--- config.mk ---
export PLATFORM = sky130hd
export DESIGN_NAME = cam_capture
export DESIGN_NICKNAME = d
export VERILOG_FILES = /design/src/rtl/cam_pkg.sv /design/src/rtl/cam_fifo.sv /design/src/rtl/cam_framer.sv /design/src/rtl/cam_irq.sv /design/src/rtl/cam_capture.sv
export SDC_FILE = /design/constraint.sdc
export NUM_CORES = 1
export LEC_CHECK = 0
export BUFFER_PORTS_ARGS = -buffer_cell sky130_fd_sc_hd__buf_2
export CAP_MARGIN = 5
export CORE_MARGIN = 1.5
export CORE_UTILIZATION = 30
export DETAILED_ROUTE_END_ITERATION = 7
export PLACE_DENSITY = 0.44
export SKIP_CTS_REPAIR_TIMING = 1
export SYNTH_ARGS = -nofsm -noshare
export SYNTH_HDL_FRONTEND = slang
export SYNTH_SLANG_ARGS = --single-unit
--- constraint.sdc ---
create_clock -name clk_i -period 5.15 [get_ports clk_i]
set_input_delay 1.03 -clock clk_i [delete_from_list [all_inputs] [get_ports clk_i]]
set_output_delay 1.03 -clock clk_i [all_outputs]
set_load 0.02 [all_outputs]
--- src/rtl/cam_pkg.sv ---
package cam_pkg;
  localparam int ST_W     = 10;
  localparam int MASK_W   = 5;
  localparam int ST_SOF   = 0;
  localparam int ST_EOF   = 1;
  localparam int ST_EOL   = 2;
  localparam int ST_RDAV0 = 3;
  localparam int ST_OVR0  = 6;
  localparam int ST_QD    = 9;
  localparam int N_CHAN   = 3;

  // mask class of a status bit (interrupting bits 0..8)
  function automatic int mask_class(int b);
    if (b < ST_RDAV0)     return b;
    else if (b < ST_OVR0) return 3;
    else                  return 4;
  endfunction
endpackage

--- src/rtl/cam_fifo.sv ---
module cam_fifo #(
  parameter int DATA_W = 8,
  parameter int DEPTH  = 128,
  localparam int PTR_W = $clog2(DEPTH),
  localparam int LVL_W = $clog2(DEPTH + 1)
) (
  input  logic              clk_i,
  input  logic              rst_ni,
  input  logic              wr_i,
  input  logic [DATA_W-1:0] wdata_i,
  input  logic              rd_i,
  output logic [DATA_W-1:0] rdata_o,
  output logic              full_o,
  output logic              empty_o,
  output logic [LVL_W-1:0]  level_o
);
  logic [DATA_W-1:0] mem_q [DEPTH];
  logic [PTR_W-1:0]  wptr_q, rptr_q;
  logic [LVL_W-1:0]  level_q;
  logic              do_wr, do_rd;

  assign full_o  = (level_q == LVL_W'(DEPTH));
  assign empty_o = (level_q == '0);
  assign do_wr   = wr_i && !full_o;
  assign do_rd   = rd_i && !empty_o;
  assign rdata_o = mem_q[rptr_q];
  assign level_o = level_q;

  function automatic logic [PTR_W-1:0] nxt(logic [PTR_W-1:0] p);
    return (p == PTR_W'(DEPTH - 1)) ? '0 : p + 1'b1;
  endfunction

  always_ff @(posedge clk_i) begin
    if (do_wr) mem_q[wptr_q] <= wdata_i;
  end

  always_ff @(posedge clk_i or negedge rst_ni) begin
    if (!rst_ni) begin
      wptr_q  <= '0;
      rptr_q  <= '0;
      level_q <= '0;
    end else begin
      if (do_wr) wptr_q <= nxt(wptr_q);
      if (do_rd) rptr_q <= nxt(rptr_q);
      case ({do_wr, do_rd})
        2'b10:   level_q <= level_q + 1'b1;
        2'b01:   level_q <= level_q - 1'b1;
        default: level_q <= level_q;
      endcase
    end
  end

  a_r7_level_bound: assert property (@(posedge clk_i) disable iff (!rst_ni)
    level_q <= LVL_W'(DEPTH));
  a_r7_full_hold: assert property (@(posedge clk_i) disable iff (!rst_ni)
    (full_o && !rd_i) |=> full_o);
endmodule

--- src/rtl/cam_framer.sv ---
module cam_framer #(
  parameter int PPL_W = 10,
  parameter int LPF_W = 9,
  localparam int CNT_W = PPL_W + 2
) (
  input  logic             clk_i,
  input  logic             rst_ni,
  input  logic             fv_i,
  input  logic             lv_i,
  input  logic             rgb_mode_i,
  input  logic [PPL_W-1:0] ppl_m1_i,
  input  logic [LPF_W-1:0] lpf_m1_i,
  input  logic             en_set_i,
  input  logic             quick_dis_i,
  input  logic             defer_dis_i,
  output logic             enabled_o,
  output logic             wr_o,
  output logic             sof_o,
  output logic             eof_o,
  output logic             eol_o,
  output logic             qd_o
);
  logic             enable_q, dis_pend_q, in_frame_q, fv_q, lv_q;
  logic             line_open_q, line_full_q;
  logic [CNT_W-1:0] byte_cnt_q, cnt_cur, unit_cnt, line_bytes;
  logic [LPF_W-1:0] line_cnt_q, lines_cur;
  logic             sof, active, accept, byte_last, lv_fall, eol, eof;

  always_comb begin
    unit_cnt   = CNT_W'(ppl_m1_i) + 1'b1;
    line_bytes = rgb_mode_i ? (unit_cnt << 1) : unit_cnt;
    sof        = enable_q && !dis_pend_q && !quick_dis_i && fv_i && !fv_q;
    active     = (in_frame_q || sof) && !quick_dis_i;
    accept     = active && fv_i && lv_i && !line_full_q;
    cnt_cur    = sof ? '0 : byte_cnt_q;
    lines_cur  = sof ? '0 : line_cnt_q;
    byte_last  = accept && (cnt_cur == line_bytes - 1'b1);
    lv_fall    = lv_q && !lv_i;
    eol        = byte_last || (active && !sof && lv_fall && line_open_q);
    eof        = eol && (lines_cur == lpf_m1_i);
  end

  assign enabled_o = enable_q;
  assign wr_o      = accept;
  assign sof_o     = sof;
  assign eof_o     = eof;
  assign eol_o     = eol;
  assign qd_o      = quick_dis_i;

  always_ff @(posedge clk_i or negedge rst_ni) begin
    if (!rst_ni) begin
      enable_q    <= 1'b0;
      dis_pend_q  <= 1'b0;
      in_frame_q  <= 1'b0;
      fv_q        <= 1'b0;
      lv_q        <= 1'b0;
      line_open_q <= 1'b0;
      line_full_q <= 1'b0;
      byte_cnt_q  <= '0;
      line_cnt_q  <= '0;
    end else begin
      fv_q <= fv_i;
      lv_q <= lv_i;
      if (quick_dis_i) begin
        enable_q    <= 1'b0;
        dis_pend_q  <= 1'b0;
        in_frame_q  <= 1'b0;
        line_open_q <= 1'b0;
        line_full_q <= 1'b0;
      end else begin
        if (en_set_i) begin
          enable_q   <= 1'b1;
          dis_pend_q <= 1'b0;
        end else if (defer_dis_i) begin
          dis_pend_q <= 1'b1;
        end else if (dis_pend_q && (!in_frame_q || eof)) begin
          enable_q   <= 1'b0;
          dis_pend_q <= 1'b0;
        end

        if (eof)      in_frame_q <= 1'b0;
        else if (sof) in_frame_q <= 1'b1;

        if (eol)         byte_cnt_q <= '0;
        else if (accept) byte_cnt_q <= cnt_cur + 1'b1;
        else if (sof)    byte_cnt_q <= '0;

        if (eol)      line_cnt_q <= eof ? '0 : lines_cur + 1'b1;
        else if (sof) line_cnt_q <= '0;

        if (eol)         line_open_q <= 1'b0;
        else if (accept) line_open_q <= 1'b1;
        else if (sof)    line_open_q <= 1'b0;

        if (byte_last)            line_full_q <= 1'b1;
        else if (lv_fall || sof)  line_full_q <= 1'b0;
      end
    end
  end

  a_r2_no_write_idle: assert property (@(posedge clk_i) disable iff (!rst_ni)
    !enable_q |-> !wr_o);
  a_r10_quick_stop: assert property (@(posedge clk_i) disable iff (!rst_ni)
    quick_dis_i |=> (!enable_q && !in_frame_q));
  a_r11_hold_to_eof: assert property (@(posedge clk_i) disable iff (!rst_ni)
    (enable_q && dis_pend_q && in_frame_q && !eof && !quick_dis_i) |=> enable_q);
endmodule

--- src/rtl/cam_irq.sv ---
module cam_irq import cam_pkg::*; (
  input  logic              clk_i,
  input  logic              rst_ni,
  input  logic [ST_W-1:0]   event_i,
  input  logic [ST_W-1:0]   clr_i,
  input  logic [MASK_W-1:0] mask_i,
  output logic [ST_W-1:0]   status_o,
  output logic              irq_o
);
  logic [ST_W-1:0] status_q;
  logic [ST_QD-1:0] bit_mask;

  for (genvar b = 0; b < ST_QD; b++) begin : g_mask
    assign bit_mask[b] = mask_i[mask_class(b)];
  end

  always_ff @(posedge clk_i or negedge rst_ni) begin
    if (!rst_ni) status_q <= '0;
    else         status_q <= (status_q & ~clr_i) | event_i;
  end

  assign status_o = status_q;
  assign irq_o    = |(status_q[ST_QD-1:0] & ~bit_mask);

  a_r8_sticky: assert property (@(posedge clk_i) disable iff (!rst_ni)
    1'b1 |=> ((status_q & $past(status_q & ~clr_i)) == $past(status_q & ~clr_i)));
  a_r9_irq_source: assert property (@(posedge clk_i) disable iff (!rst_ni)
    irq_o |-> |status_q[ST_QD-1:0]);
endmodule

--- src/rtl/cam_capture.sv ---
module cam_capture import cam_pkg::*; #(
  parameter int DATA_W     = 8,
  parameter int PPL_W      = 10,
  parameter int LPF_W      = 9,
  parameter int FIFO_DEPTH = 128,
  parameter int DMA_THRESH = 96,
  localparam int LVL_W     = $clog2(FIFO_DEPTH + 1)
) (
  input  logic              clk_i,
  input  logic              rst_ni,
  input  logic              frame_valid_i,
  input  logic              line_valid_i,
  input  logic [DATA_W-1:0] pix_data_i,
  input  logic              rgb_mode_i,
  input  logic [PPL_W-1:0]  ppl_m1_i,
  input  logic [LPF_W-1:0]  lpf_m1_i,
  input  logic              dma_en_i,
  input  logic [MASK_W-1:0] mask_i,
  input  logic              en_set_i,
  input  logic              quick_dis_i,
  input  logic              defer_dis_i,
  input  logic [ST_W-1:0]   status_clr_i,
  input  logic              rd_en_i,
  output logic [DATA_W-1:0] rd_data_o,
  output logic              fifo_empty_o,
  output logic              enabled_o,
  output logic [ST_W-1:0]   status_o,
  output logic              irq_o,
  output logic              dma_req_o
);
  logic             wr, sof, eof, eol, qd, full, above;
  logic [LVL_W-1:0] level;
  logic [ST_W-1:0]  events;

  cam_framer #(.PPL_W(PPL_W), .LPF_W(LPF_W)) u_framer (
    .clk_i, .rst_ni,
    .fv_i(frame_valid_i), .lv_i(line_valid_i),
    .rgb_mode_i, .ppl_m1_i, .lpf_m1_i,
    .en_set_i, .quick_dis_i, .defer_dis_i,
    .enabled_o, .wr_o(wr), .sof_o(sof), .eof_o(eof), .eol_o(eol), .qd_o(qd)
  );

  cam_fifo #(.DATA_W(DATA_W), .DEPTH(FIFO_DEPTH)) u_fifo (
    .clk_i, .rst_ni,
    .wr_i(wr), .wdata_i(pix_data_i), .rd_i(rd_en_i),
    .rdata_o(rd_data_o), .full_o(full), .empty_o(fifo_empty_o), .level_o(level)
  );

  assign above = (level >= LVL_W'(DMA_THRESH));

  always_comb begin
    events              = '0;
    events[ST_SOF]      = sof;
    events[ST_EOF]      = eof;
    events[ST_EOL]      = eol;
    events[ST_RDAV0]    = above;
    events[ST_OVR0]     = wr && full;
    events[ST_QD]       = qd;
  end

  cam_irq u_irq (
    .clk_i, .rst_ni,
    .event_i(events), .clr_i(status_clr_i), .mask_i,
    .status_o, .irq_o
  );

  assign dma_req_o = dma_en_i && above;

  a_r6_dma_not_empty: assert property (@(posedge clk_i) disable iff (!rst_ni)
    dma_req_o |-> !fifo_empty_o);
endmodule

==> summary.md, run 1 <==
| Metric | Value |
|---|---|
| Outcome | `finished, final reports clean` |
| # setup viols final | `0` |
| WS Path Type | `reg2out` |
| Via count | `21500` |
| PD cells | `496 nW/um2` |
| Net count, final | `2376` |
| Vias/cell | `4.98` |
| Met2 wire length | `55100 um` |
| CTS tree | `done` |
| Reg2reg path depth | `16` |
| Share of post-route cells with drive strength above 1 | `28.6%` |
| Worst setup SP type | `flop` |
| Area share of the largest cell type after synthesis | `70.0%` |
| Reg clk slew, reported paths | `0.06 ns` |
| Peak supply drop | `0.000317 V` |
| Leak Pwr | `15.9 nW` |
| Mapped Nets | `2229` |
| RD Place Congestion | `0.767` |
| Post-route clock period utilization | `98.5%` |
| EDFF count, synth | `1024` |
| Worst slew margin | `16.7%` |
| Setup crit end kind | `output pin` |
| Most frequent cell after synthesis | `edfxtp_1` |
| Max_cap viols | `0` |
| Yosys top cell by area | `edfxtp_1` |
| Maximum root-to-sink buffer count | `3` |
| Die X | `386 um` |
| Yosys reg bits | `1084` |
| Row cnt | `140` |
| WP data required | `4.12 ns` |
| Core area | `146000 um2` |
| Worst Path Max Fanout | `36` |
| Top_reg_cell synth | `edfxtp_1` |
| Yosys cell types | `82` |
| Setup TNS | `0 ns` |
| First-pass GRT wire length | `163000 um` |
| Aggregate routed wire length | `112000 um` |
| RSZ-0062 raised after global routing | `true` |
| Top cells by count, synth | `edfxtp_1, mux4_2, nor2_1, nand2_1, clkbuf_1` |
| Initial antenna violation count | `4` |
| Final Hold Vio Count | `0` |
| Clk_lat worst skew | `0.73 ns` |
| Fmax | `197 MHz` |
| Worst Max-Slew Pin Slew | `1.25 ns` |
| Mapped Area | `43900 um2` |
| Layout area overhead | `15.6%` |
| Total I/O pin count | `74` |
| Reg2reg setup slack | `0.86 ns` |
| Placed cells | `4107` |
| H-tree levels | `3` |
| First-pass detailed-route iteration total | `5` |
| Post-synth ARST share | `5.54%` |
| HP Class | `in2async` |
| Clock Tree Root | `clkbuf_16` |
| ANT nets after route | `0` |
| Worst R2R Start | `u_fifo.level_o[3]` |
| Port buffer count | `73` |
| Top Metal Used | `met4` |
| Crit path time final | `5.07 ns` |
| Effective utilization at floorplan | `30.2%` |
| Vias in the first global route | `22700` |
| Largest net degree at the start of global routing | `93` |
| Clock Sinks | `1084` |
| Tot GR Track Use | `15.2%` |
| Drt wl/cell | `26.0 um` |
| Die Height | `386 um` |
| Initial drt markers | `1383` |
| WP data arrival | `4.04 ns` |
| Non-Filler Instances | `4326` |
| Clk_skew | `0.0578 ns` |
| Die ar. | `149000 um2` |
| Seq/Total Area, Yosys | `73.4%` |
| CP endpoint | `rd_data_o[1]` |
| DRC | `0` |
| Final slew viol count | `0` |
| HPWL Detailed | `70100 um` |
| Dominant cells by area after synthesis | `edfxtp_1, mux4_2, dfrtp_1, nor2_1, nand2_1` |
| Avg Cell Area, Syn | `20.3 um2` |
| Cells after Synth | `2164` |
| GRT overflow | `0` |
| DRT met1 WL | `50100 um` |
| Synth Warn # | `0` |
| Met3 Wirelength | `4740 um` |
| Reg-to-reg endpoint | `u_fifo.level_o[7]` |
| Critical Path Source | `u_fifo.rptr_q[0]` |
| CTS buffer count | `113` |
placed cells by master, fill, tap and decap left out, drive strengths merged, types with 10 or more instances in the layout:
cell	n
buf	151
mux4	330
nor3	14
xor2	13
or3	13
mux2	12
bufinv	10
ha	12
mux2i	13
clkbuf	140
dfrtp	60
edfxtp	1024
o21ai	38
nand2b	13
and2	11
xnor2	29
nor2	171
clkinv	62
nor2b	20
inv	21
nand2	86
a21oi	24
nand3	23
routing by layer:
metal | GRT usage [%] | vias up
li1 | - | 9218
met1 | 20.8 | 11700
met2 | 25.4 | 511
met3 | 2.41 | 153
met4 | 3.52 | 0
met5 | 0 | -
how the worst min path moves through the flow:
stage / slack [ns] / end / cells after the start
2_1_floorplan: 0.47 / u_framer.enabled_o / 1
3_3_place_gp: 0.46 / u_irq.status_o[9] / 1
3_5_place_dp: 0.48 / u_irq.status_o[9] / 1
4_1_cts: 0.15 / u_irq.status_o[3] / 1
5_1_grt: 0.18 / u_irq.status_o[3] / 1
6_report: 0.21 / u_irq.status_o[3] / 1
flip-flops by register name, indices dropped and copies added (netlist names):
signal,cells
u_framer.in_frame_q,1
u_irq.status_o,10
u_framer.lv_q,1
u_framer.line_full_q,1
u_framer.fv_q,1
u_fifo.rptr_q,7
u_fifo.level_o,8
u_framer.line_open_q,1
u_framer.line_cnt_q,9
u_framer.enabled_o,1
u_fifo.wptr_q,7
u_framer.dis_pend_q,1
u_framer.byte_cnt_q,12
u_fifo.mem_q,1024
critical path, cell delays in order, from the launching register on:
cell and delay (ns):
dfrtp_4 0.49, buf_4 0.22, buf_16 0.29, mux4_2 0.61, mux4_2 0.53, mux4_2 0.59, nand2_1 0.11, o21ai_1 0.19
buf_2 0.25
where the power goes:
part           internal, W  switching [W]
Clock              0.00462        0.00347
Sequential         0.00972       0.000314
Combinational      0.00339        0.00370
layout make-up:
type                    instances  area [um2]
clock buffers                 139        2990
inverters                      21        78.8
diodes                          1        2.50
well taps                    1917        2400
flip-flops and latches       1084       32300
fillers                     13500       94800
clock inverters                73         696
multi-input cells             939       11100
repair buffers                152        1260
per-stage QoR:
stage / power [W] / cell area (um2) / setup slack, ns / hold WS [ns] / utilization [%]
6_report: 0.0252 / 50800 / 0.0772 / 0.209 / 34.9
4_1_cts: 0.0254 / 50600 / -0.353 / 0.152 / 34.8
2_1_floorplan: 0.0145 / 43900 / 0.859 / 0.465 / -
3_5_place_dp: 0.0173 / 47000 / 0.321 / 0.476 / 32.3
3_3_place_gp: 0.0173 / 47000 / 0.412 / 0.459 / 32.3
5_1_grt: 0.0262 / 50800 / -0.0437 / 0.184 / 34.9
cells by family after synthesis:
logic type,share of synthesized area [%]
flip-flops,73.4
buffers and inverters,1.33
XOR/XNOR,0.854
multiplexers,17.5
AO/OA/AOI/OAI,2.20
AND/OR/NAND/NOR,4.31
adder cells (fa/ha/maj),0.387
Power figures use the tool's default switching activity.
==> inputs of run 2 (changes only) <==
ABC_AREA = 1   (was unset)
REMOVE_ABC_BUFFERS = 1   (was unset)
==> summary.md, run 2 <==
| Metric | Value |
|---|---|
| Outcome | `finished, final reports clean` |
| Clk_lat worst skew | `0.75 ns` |
| Synth Warn # | `0` |
| DRC | `0` |
| Most frequent cells in the layout | `edfxtp_1, nor2_1, o21ai_0` |
| HPWL Detailed | `79000 um` |
| Total I/O pin count | `74` |
| Share of post-route cells with drive strength above 1 | `12.1%` |
| Max_cap viols | `0` |
| Yosys top cell by area | `edfxtp_1` |
| Leak Pwr | `17.2 nW` |
| Diode count | `0` |
| Clock Tree Root | `clkbuf_16` |
| Die Height | `387 um` |
| WS Path Type | `reg2out` |
| # setup viols final | `0` |
| WP data required | `4.12 ns` |
| Crit path time final | `4.98 ns` |
| Reg clk slew, reported paths | `0.06 ns` |
| Reg-to-reg endpoint | `u_fifo.level_o[6]` |
| Via count | `29200` |
| Area share of the largest cell type after synthesis | `69.4%` |
| Worst setup SP type | `flop` |
| CTS buffer count | `120` |
| Peak supply drop | `0.000426 V` |
| Worst Path Max Fanout | `71` |
| Post-synth ARST share | `5.54%` |
| Die ar. | `150000 um2` |
| Setup crit end kind | `output pin` |
| Non-Filler Instances | `5790` |
| RSZ-0062 raised after global routing | `false` |
| First-pass GRT wire length | `197000 um` |
| Die X | `387 um` |
| Vias in the first global route | `28700` |
| Most frequent cell after synthesis | `edfxtp_1` |
| First-pass detailed-route iteration total | `5` |
| EDFF count, synth | `1024` |
| Port buffer count | `73` |
| Worst R2R Start | `u_fifo.level_o[0]` |
| Cells after Synth | `3607` |
| H-tree levels | `3` |
| Top_reg_cell synth | `edfxtp_1` |
| Reg2reg setup slack | `1.30 ns` |
| Largest net degree at the start of global routing | `129` |
| Yosys cell types | `51` |
| Avg Cell Area, Syn | `12.3 um2` |
| HP Class | `in2async` |
| Clk_skew | `0.0421 ns` |
| Drt wl/cell | `23.1 um` |
| Vias/cell | `5.05` |
| RD Place Congestion | `0.793` |
| Total power | `0.0257 W` |
| Reg with most FFs | `u_fifo.mem_q` |
| Initial antenna violation count | `4` |
| Yosys reg bits | `1084` |
| Layout area overhead | `17.2%` |
| CTS tree | `done` |
| Initial drt markers | `2456` |
| GRT overflow | `0` |
| Tot GR Track Use | `17.5%` |
| WP data arrival | `3.95 ns` |
| Dominant cells by area after synthesis | `edfxtp_1, nor2_1, o21ai_0, dfrtp_1, nand2_1` |
| Final Hold Vio Count | `0` |
| Placed cells | `5563` |
| Net count, final | `3836` |
| Effective utilization at floorplan | `30.3%` |
| Worst Max-Slew Pin Slew | `1.03 ns` |
| Setup TNS | `0 ns` |
| Core area | `146000 um2` |
| Post-route clock period utilization | `96.7%` |
| Worst slew margin | `31.0%` |
| Aggregate routed wire length | `134000 um` |
| Top cells by count, synth | `edfxtp_1, nor2_1, o21ai_0, nand2_1, clkbuf_1` |
| Row cnt | `140` |
| Clock Sinks | `1084` |
| Fmax | `201 MHz` |
| ANT nets after route | `0` |
| Mapped Area | `44300 um2` |
| Final slew viol count | `0` |
| Reg2reg path depth | `16` |
| Seq/Total Area, Yosys | `72.7%` |
| PD cells | `494 nW/um2` |
| Max reg flops | `1024` |
| Maximum root-to-sink buffer count | `3` |
| Commonest non-fill, non-tap cell in the layout | `edfxtp_1` |
## run 2: kinds of logic (layout without fill, tap and decap cells)
group	count (synthesis)	after routing	synth area share, %
compound gates	931	931	12.2
fa+ha+maj	13	13	0.384
xor+xnor	32	32	0.632
simple gates	1214	1214	11.1
flops	1084	1084	72.7
buf+inv	333	599	2.89
## run 2: stage by stage
step | cell area [um2] | hold WS [ns] | util (%) | setup slack (ns)
after floorplan | 43500 | 0.457 | - | -13.59
after global placement | 48000 | 0.499 | 32.9 | 0.674
after detailed placement | 48000 | 0.501 | 32.9 | 0.579
after CTS | 51900 | 0.382 | 35.5 | -0.155
after global routing | 52000 | 0.402 | 35.6 | 0.0199
final | 52000 | 0.389 | 35.6 | 0.170
## run 2: area by class of cell
type,instances,area [um2]
inverter,107,442
fill,14400,94100
tap,1917,2400
multi-input combinational,2190,10900
clock inverter,62,629
clock buffer,162,3200
sequential,1084,32300
timing repair buffer,268,2180
## run 2: per-layer routing
metal / track usage [%] / wire length (um)
met1: 24.5 / 61900
met2: 27.6 / 61200
met3: 3.19 / 6940
met4: 5.25 / 3700
met5: 0 / 0
## run 2: worst max-delay path by stage
stage                     cells after the start  slack [ns]             start                  end
after floorplan                               7      -13.59  u_fifo.rptr_q[0]         rd_data_o[4]
after global placement                       12        0.67  u_fifo.rptr_q[0]         rd_data_o[6]
after detailed placement                     12        0.58     frame_valid_i  u_fifo.mem_q[47][1]
after CTS                                    10       -0.15  u_fifo.rptr_q[0]         rd_data_o[6]
after global routing                          7        0.02  u_fifo.rptr_q[2]         rd_data_o[1]
final                                        11        0.17  u_fifo.rptr_q[1]         rd_data_o[7]
## run 2: report_power, final
group | switching [W] | internal, W
Clock | 0.00356 | 0.00485
Sequential | 0.000152 | 0.00974
Combinational | 0.00518 | 0.00217
Total | 0.00889 | 0.0168
## run 2: critical path: stages (launching register included)
cell and delay [ns]:
dfrtp_4 0.47, clkinv_8 0.32, buf_12 0.31, buf_4 0.18, o21ai_0 0.07, o22ai_1 0.14, o211ai_1 0.41, nand3_1 0.37
a221oi_2 0.40, a31oi_1 0.16, buf_4 0.19, buf_2 0.15
